<file path="src/rtl/acc_alu8_pkg.sv">
package acc_alu8_pkg;
   typedef enum logic [3:0] {
      OP_ADD = 4'd0,
      OP_ADC = 4'd1,
      OP_SUB = 4'd2,
      OP_SBC = 4'd3,
      OP_AND = 4'd4,
      OP_OR  = 4'd5,
      OP_XOR = 4'd6,
      OP_INC = 4'd7,
      OP_DEC = 4'd8,
      OP_RLC = 4'd9,
      OP_RRC = 4'd10
   } alu_op_e;

   localparam int FLAG_BITS = 3;

   // bit 2 = carry, bit 1 = half carry, bit 0 = zero
   typedef struct packed {
      logic c;
      logic dc;
      logic z;
   } flags_t;
endpackage

</file>
<file path="src/rtl/acc_adder.sv">
module acc_adder #(
   parameter int W      = 8,
   parameter int NIB    = 4,
   parameter bit RIPPLE = 1'b1
) (
   input  logic [W-1:0] a,
   input  logic [W-1:0] b,
   input  logic         cin,
   output logic [W-1:0] sum,
   output logic         cout,
   output logic         nib_cout
);
   generate
      if (NIB < 1 || NIB >= W) begin : g_bad_nib
         $error("acc_adder: NIB must lie in 1..W-1");
      end
      if (RIPPLE) begin : g_ripple
         logic [W:0] cy;
         assign cy[0] = cin;
         for (genvar i = 0; i < W; i++) begin : g_bit
            assign sum[i]   = a[i] ^ b[i] ^ cy[i];
            assign cy[i+1]  = (a[i] & b[i]) | (cy[i] & (a[i] ^ b[i]));
         end
         assign cout     = cy[W];
         assign nib_cout = cy[NIB];
      end else begin : g_behav
         logic [W:0]   full;
         logic [NIB:0] low;
         assign full     = {1'b0, a} + {1'b0, b} + {{W{1'b0}}, cin};
         assign low      = {1'b0, a[NIB-1:0]} + {1'b0, b[NIB-1:0]} + {{NIB{1'b0}}, cin};
         assign sum      = full[W-1:0];
         assign cout     = full[W];
         assign nib_cout = low[NIB];
      end
   endgenerate
endmodule

</file>
<file path="src/rtl/acc_alu_core.sv">
module acc_alu_core
   import acc_alu8_pkg::*;
#(
   parameter int W      = 8,
   parameter int NIB    = 4,
   parameter bit RIPPLE = 1'b1
) (
   input  logic [3:0]   op,
   input  logic [W-1:0] a,
   input  logic [W-1:0] b,
   input  logic         c_in,
   output logic [W-1:0] res,
   output flags_t       nxt,
   output flags_t       aff
);
   logic [W-1:0] add_b;
   logic         add_cin;
   logic [W-1:0] sum;
   logic         cout;
   logic         nib_cout;

   acc_adder #(.W(W), .NIB(NIB), .RIPPLE(RIPPLE)) u_add (
      .a        (a),
      .b        (add_b),
      .cin      (add_cin),
      .sum      (sum),
      .cout     (cout),
      .nib_cout (nib_cout)
   );

   // operand selection for the shared adder
   always_comb begin
      add_b   = b;
      add_cin = 1'b0;
      case (op)
         OP_ADC:  add_cin = c_in;
         OP_SUB:  begin add_b = ~b; add_cin = 1'b1; end
         OP_SBC:  begin add_b = ~b; add_cin = c_in; end
         OP_INC:  begin add_b = '0; add_cin = 1'b1; end
         OP_DEC:  begin add_b = '1; add_cin = 1'b0; end
         default: ;
      endcase
   end

   // result and flag candidates
   always_comb begin
      res    = '0;
      aff    = '0;
      nxt.c  = cout;
      nxt.dc = nib_cout;
      case (op)
         OP_ADD, OP_ADC, OP_SUB, OP_SBC: begin
            res = sum;
            aff = '{c: 1'b1, dc: 1'b1, z: 1'b1};
         end
         OP_INC, OP_DEC: begin
            res   = sum;
            aff.z = 1'b1;
         end
         OP_AND: begin res = a & b; aff.z = 1'b1; end
         OP_OR:  begin res = a | b; aff.z = 1'b1; end
         OP_XOR: begin res = a ^ b; aff.z = 1'b1; end
         OP_RLC: begin
            res   = {a[W-2:0], c_in};
            nxt.c = a[W-1];
            aff.c = 1'b1;
         end
         OP_RRC: begin
            res   = {c_in, a[W-1:1]};
            nxt.c = a[0];
            aff.c = 1'b1;
         end
         default: ;
      endcase
      nxt.z = (res == '0);
   end
endmodule

</file>
<file path="src/rtl/acc_flag_file.sv">
module acc_flag_file
   import acc_alu8_pkg::*;
#(
   parameter int          W     = 8,
   parameter int          AW    = 8,
   parameter logic [AW-1:0] ADDR = 8'h86
) (
   input  logic          clk,
   input  logic          rst_n,
   input  logic          exec,
   input  flags_t        aff,
   input  flags_t        nxt,
   input  logic [2:0]    upd_en,
   input  logic [AW-1:0] reg_addr,
   input  logic          reg_wr,
   input  logic [W-1:0]  reg_wdata,
   output logic [W-1:0]  reg_rdata,
   output flags_t        flags
);
   localparam int PAD = W - FLAG_BITS;

   generate
      if (W <= FLAG_BITS) begin : g_bad_w
         $error("acc_flag_file: data width must exceed the flag count");
      end
   endgenerate

   logic   hit;
   logic   wr_hit;
   flags_t wr_val;

   assign hit    = (reg_addr == ADDR);
   assign wr_hit = reg_wr && hit;
   assign wr_val = flags_t'(reg_wdata[FLAG_BITS-1:0]);

   always_ff @(posedge clk or negedge rst_n) begin
      if (!rst_n) begin
         flags <= '0;
      end else if (wr_hit) begin
         flags <= wr_val;
      end else if (exec) begin
         if (aff.c  && upd_en[2]) flags.c  <= nxt.c;
         if (aff.dc && upd_en[1]) flags.dc <= nxt.dc;
         if (aff.z  && upd_en[0]) flags.z  <= nxt.z;
      end
   end

   assign reg_rdata = hit ? {{PAD{1'b0}}, flags} : '0;

   // a register write lands in the flags on the next edge
   p_write_loads_r9: assert property (@(posedge clk) disable iff (!rst_n)
      wr_hit |=> (flags == $past(reg_wdata[FLAG_BITS-1:0])));

   // reads away from the flag address return zero
   p_miss_reads_zero_r9: assert property (@(posedge clk) disable iff (!rst_n)
      !hit |-> (reg_rdata == '0));

   // no exec and no write means no change
   p_idle_hold_r8: assert property (@(posedge clk) disable iff (!rst_n)
      (!exec && !wr_hit) |=> $stable(flags));

   // a masked carry holds
   p_masked_c_r8: assert property (@(posedge clk) disable iff (!rst_n)
      (exec && !wr_hit && !upd_en[2]) |=> $stable(flags.c));

   // an op that does not touch Z leaves it alone
   p_unaffected_z_r7: assert property (@(posedge clk) disable iff (!rst_n)
      (exec && !wr_hit && !aff.z) |=> $stable(flags.z));

   // an op that does not touch DC leaves it alone
   p_unaffected_dc_r6: assert property (@(posedge clk) disable iff (!rst_n)
      (exec && !wr_hit && !aff.dc) |=> $stable(flags.dc));
endmodule

</file>
<file path="src/rtl/acc_alu8.sv">
module acc_alu8
   import acc_alu8_pkg::*;
#(
   parameter int            DATA_W     = 8,
   parameter int            NIB_W      = 4,
   parameter int            ADDR_W     = 8,
   parameter logic [ADDR_W-1:0] FLAG_ADDR = 8'h86,
   parameter bit            USE_RIPPLE = 1'b1
) (
   input  logic              clk,
   input  logic              rst_n,
   input  logic              exec,
   input  logic [3:0]        op,
   input  logic [DATA_W-1:0] opa,
   input  logic [DATA_W-1:0] opb,
   input  logic [2:0]        upd_en,
   input  logic [ADDR_W-1:0] reg_addr,
   input  logic              reg_wr,
   input  logic [DATA_W-1:0] reg_wdata,
   output logic [DATA_W-1:0] reg_rdata,
   output logic [DATA_W-1:0] result,
   output logic              flag_c,
   output logic              flag_dc,
   output logic              flag_z
);
   flags_t cur;
   flags_t nxt;
   flags_t aff;

   acc_alu_core #(.W(DATA_W), .NIB(NIB_W), .RIPPLE(USE_RIPPLE)) u_core (
      .op   (op),
      .a    (opa),
      .b    (opb),
      .c_in (cur.c),
      .res  (result),
      .nxt  (nxt),
      .aff  (aff)
   );

   acc_flag_file #(.W(DATA_W), .AW(ADDR_W), .ADDR(FLAG_ADDR)) u_flags (
      .clk       (clk),
      .rst_n     (rst_n),
      .exec      (exec),
      .aff       (aff),
      .nxt       (nxt),
      .upd_en    (upd_en),
      .reg_addr  (reg_addr),
      .reg_wr    (reg_wr),
      .reg_wdata (reg_wdata),
      .reg_rdata (reg_rdata),
      .flags     (cur)
   );

   assign flag_c  = cur.c;
   assign flag_dc = cur.dc;
   assign flag_z  = cur.z;

   // unassigned opcodes yield zero
   p_undef_zero_r11: assert property (@(posedge clk) disable iff (!rst_n)
      (op > 4'd10) |-> (result == '0));
endmodule

</file>
<file path="config.mk">
export PLATFORM = sky130hd
export DESIGN_NAME = acc_alu8
export DESIGN_NICKNAME = d
export VERILOG_FILES = /design/src/rtl/acc_alu8_pkg.sv /design/src/rtl/acc_adder.sv /design/src/rtl/acc_alu_core.sv /design/src/rtl/acc_flag_file.sv /design/src/rtl/acc_alu8.sv
export SDC_FILE = /design/constraint.sdc
export NUM_CORES = 1
export LEC_CHECK = 0
export BUFFER_PORTS_ARGS = -buffer_cell sky130_fd_sc_hd__buf_2
export CAP_MARGIN = 40
export CORE_UTILIZATION = 53
export DETAILED_ROUTE_END_ITERATION = 8
export PLACE_DENSITY = 0.87
export SLEW_MARGIN = 30
export SYNTH_ARGS = -nofsm -noshare
export SYNTH_HDL_FRONTEND = slang
export SYNTH_HIERARCHICAL = 1
export SYNTH_SLANG_ARGS = --single-unit
</file>
<file path="constraint.sdc">
create_clock -name clk -period 12.3 [get_ports clk]
set_input_delay 1.845 -clock clk [delete_from_list [all_inputs] [get_ports clk]]
set_output_delay 1.845 -clock clk [all_outputs]
set_load 0.01 [all_outputs]
</file>
==> flow_summary.ini <==
[drt]
drtIter0Drc = 91
wl_met3_um = 380
wl_per_cell_um = 13.9
via_per_inst = 5.89
first_pass_iters = 4
drc = 0
wl_met1_um = 1530
dr_total_vias = 1627
wirelength_um = 3830
ant_nets = 0
top_layer = met4
wl_met2_um = 1840

[yosys]
synth_async_sr_flop_share = 1.00
yosysMostFrequentCell = inv_1
synthDistinctLibCells = 50
yosysSeqAreaShare = 0.0492
syn_area_sq_um = 1530
synthTopCellsByCount = inv_1, ha_1, nand2_1
netlist_instances = 198
synth_area_leaders = ha_1, fa_1, inv_1
yosys.area.top_type = ha_1
yosysWarnings = 6
synth_seq_cells = 3
avgSynthCellArea_sq_um = 7.71
synth_edf_count = 0
post-synth-top-area-fraction = 0.131
synth_flop_cell = dfrtp_1

[global_route]
antenna_found_initial = 0
grt_pass1_wl_um = 6510
grtUsageTotal = 0.260
grt_pass1_vias = 1492
grt_max_degree = 27
grt_overflow = 0

[sta]
hold_slack_ns = 0.657
skew_ns = 0.000935
setup_viol = 0
fmax_mhz = 123
rsz0062_at_grt = false
hold_viol_final = 0
fin_crit_sh = 0.663
worstMarginPinSlew_ns = 0.788
slew_headroom = 0.467
maxSlewViolCount = 0
setup_tns_ns = 0
layout_min_cycle_time_ns = 8.16
fin_ws_ns = 4.14

[placed_design]
port_buffers = 51
globalplace.congestion = 0.931
dp_slack_ns = 4.15
place_area_sq_um = 1760
dp_hpwl_um = 3130

[hold_path]
hp-start = u_flags/flags[0]$_DFFE_PN0P_
hold_end = u_flags/flags[0]$_DFFE_PN0P_
worstHoldPathType = register to register
hold_path_depth = 2

[worst_setup_path]
path_max_fanout = 17
crit_required_ns = 10.45
crit_path_start_kind = primary input
r2r_end = u_flags/flags[0]$_DFFE_PN0P_
path_class = primary input to primary output
reg2reg_from = u_flags/flags[2]$_DFFE_PN0P_
ff2ff_setup_slack_ns = 7.21
crit_top_cell = fa_1
worstSetupEndpointType = primary output
startpoint = op[2]
cp_slowest_cell = o21ai_1
arrival_ns = 6.31
r2r_cells = 21
worst_path_largest_cell_delay_ns = 0.58
path_cells = buf_2 > inv_1 > o21ai_1 > nand2_1 > o211ai_1 > fa_1 > inv_1 > fa_1 > inv_1 > fa_1 > inv_1 > fa_1 > fa_1 > inv_1 > fa_1 > fa_1 > inv_1 > fa_1 > inv_1 > a2111o_1 > buf_2

[power_and_ir_drop]
p_leak_nw = 0.967
ir_worst_vdd_v = 0.0000612
power_mw = 0.108
power_density_nw_per_um2 = 60.9

[layout]
largest_reg_flops = 3
drive_gt1_frac = 0.282
fin_nets = 313
top_register = u_flags/flags
area_growth_pct = 16.7
reg.largest.list = u_flags/flags x3
final_cell_area_sq_um = 1780
diodes = 0

[clock_tree]
cts_tree = yes
cts_setup_buffers = 0
clkTransAtPathRegs_ns = 0.03
postCtsHoldBufs = 0
cts_num_sinks = 3
cts_buffer_depth = 2
cts.repair.resized = 0
root_buffer = clkbuf_4
htreeDepth = 1
insertion_delay_ns = 0.23
numCtsBuffers = 3

[floorplan]
pin_count = 62
start_util = 0.558
die_h_um = 55.7
rows = 19
dieWidth_um = 55.7
core_sq_um = 2730
fp.dieArea_sq_um = 3100

[flow_run]
max_cap_violations = 0

[run_status]
outcome = finished, final reports clean
-- routing by layer --
layer	track usage	vias up
met5	0	-
met4	0.107	0
met3	0.0116	10
met2	0.425	94
met1	0.358	740
li1	-	783
-- critical path, delay by kind of cell --
family	cells	cell delay (ns)
compound gates	3	1.10
fa+ha+maj	8	2.38
simple gates	1	0.12
buf+inv	9	0.84
-- kinds of logic (layout without fill, tap and decap cells) --
logic type      after synthesis  after routing  share of synthesized area
compound gates               49             49                      0.243
fa+ha+maj                    24             24                      0.236
other cells                   1              5                    0.00246
flops                         3              3                     0.0492
buf+inv                      52             95                      0.153
mux                           9              9                     0.0713
simple gates                 60             60                      0.245
-- placed cells by master (no fill, tap or decap), drive strengths merged, types with 5 or more instances in the layout --
| master | netlist | final |
|---|---|---|
| buf | 12 | 53 |
| inv | 38 | 38 |
| nand2 | 16 | 16 |
| ha | 16 | 16 |
| o21ai | 10 | 10 |
| o211ai | 9 | 9 |
| fa | 8 | 8 |
| mux2 | 6 | 6 |
| nor2 | 5 | 5 |
| nand2b | 5 | 5 |
| nor2b | 5 | 5 |
| a21oi | 5 | 5 |
| conb | 1 | 5 |
-- power by group --
part,internal [mW],switching [mW]
clock,0.0121,0.00477
sequential,0.0125,0.00245
combinational,0.0348,0.0418
-- layout make-up --
cell class,instances,area [sq um]
clock buffers,4,26.3
fillers,264,952
inverters,38,143
multi-input cells,147,1230
flip-flops and latches,3,75.1
well taps,31,38.8
repair buffers,53,267
-- how the worst max path moves through the flow --
stage | endpoint | slack, ns | cells after the start
floorplan | result[7] | 4.72 | 20
global placement | result[7] | 4.23 | 21
detailed placement | result[7] | 4.15 | 21
CTS | result[7] | 4.15 | 21
global route | result[7] | 3.83 | 21
finish | result[7] | 4.14 | 21
-- metrics by stage --
stage	std cells	utilization
floorplan	202	-
global placement	271	0.641
detailed placement	272	0.642
CTS	276	0.652
global route	276	0.652
finish	276	0.652
Power figures use the tool's default switching activity.
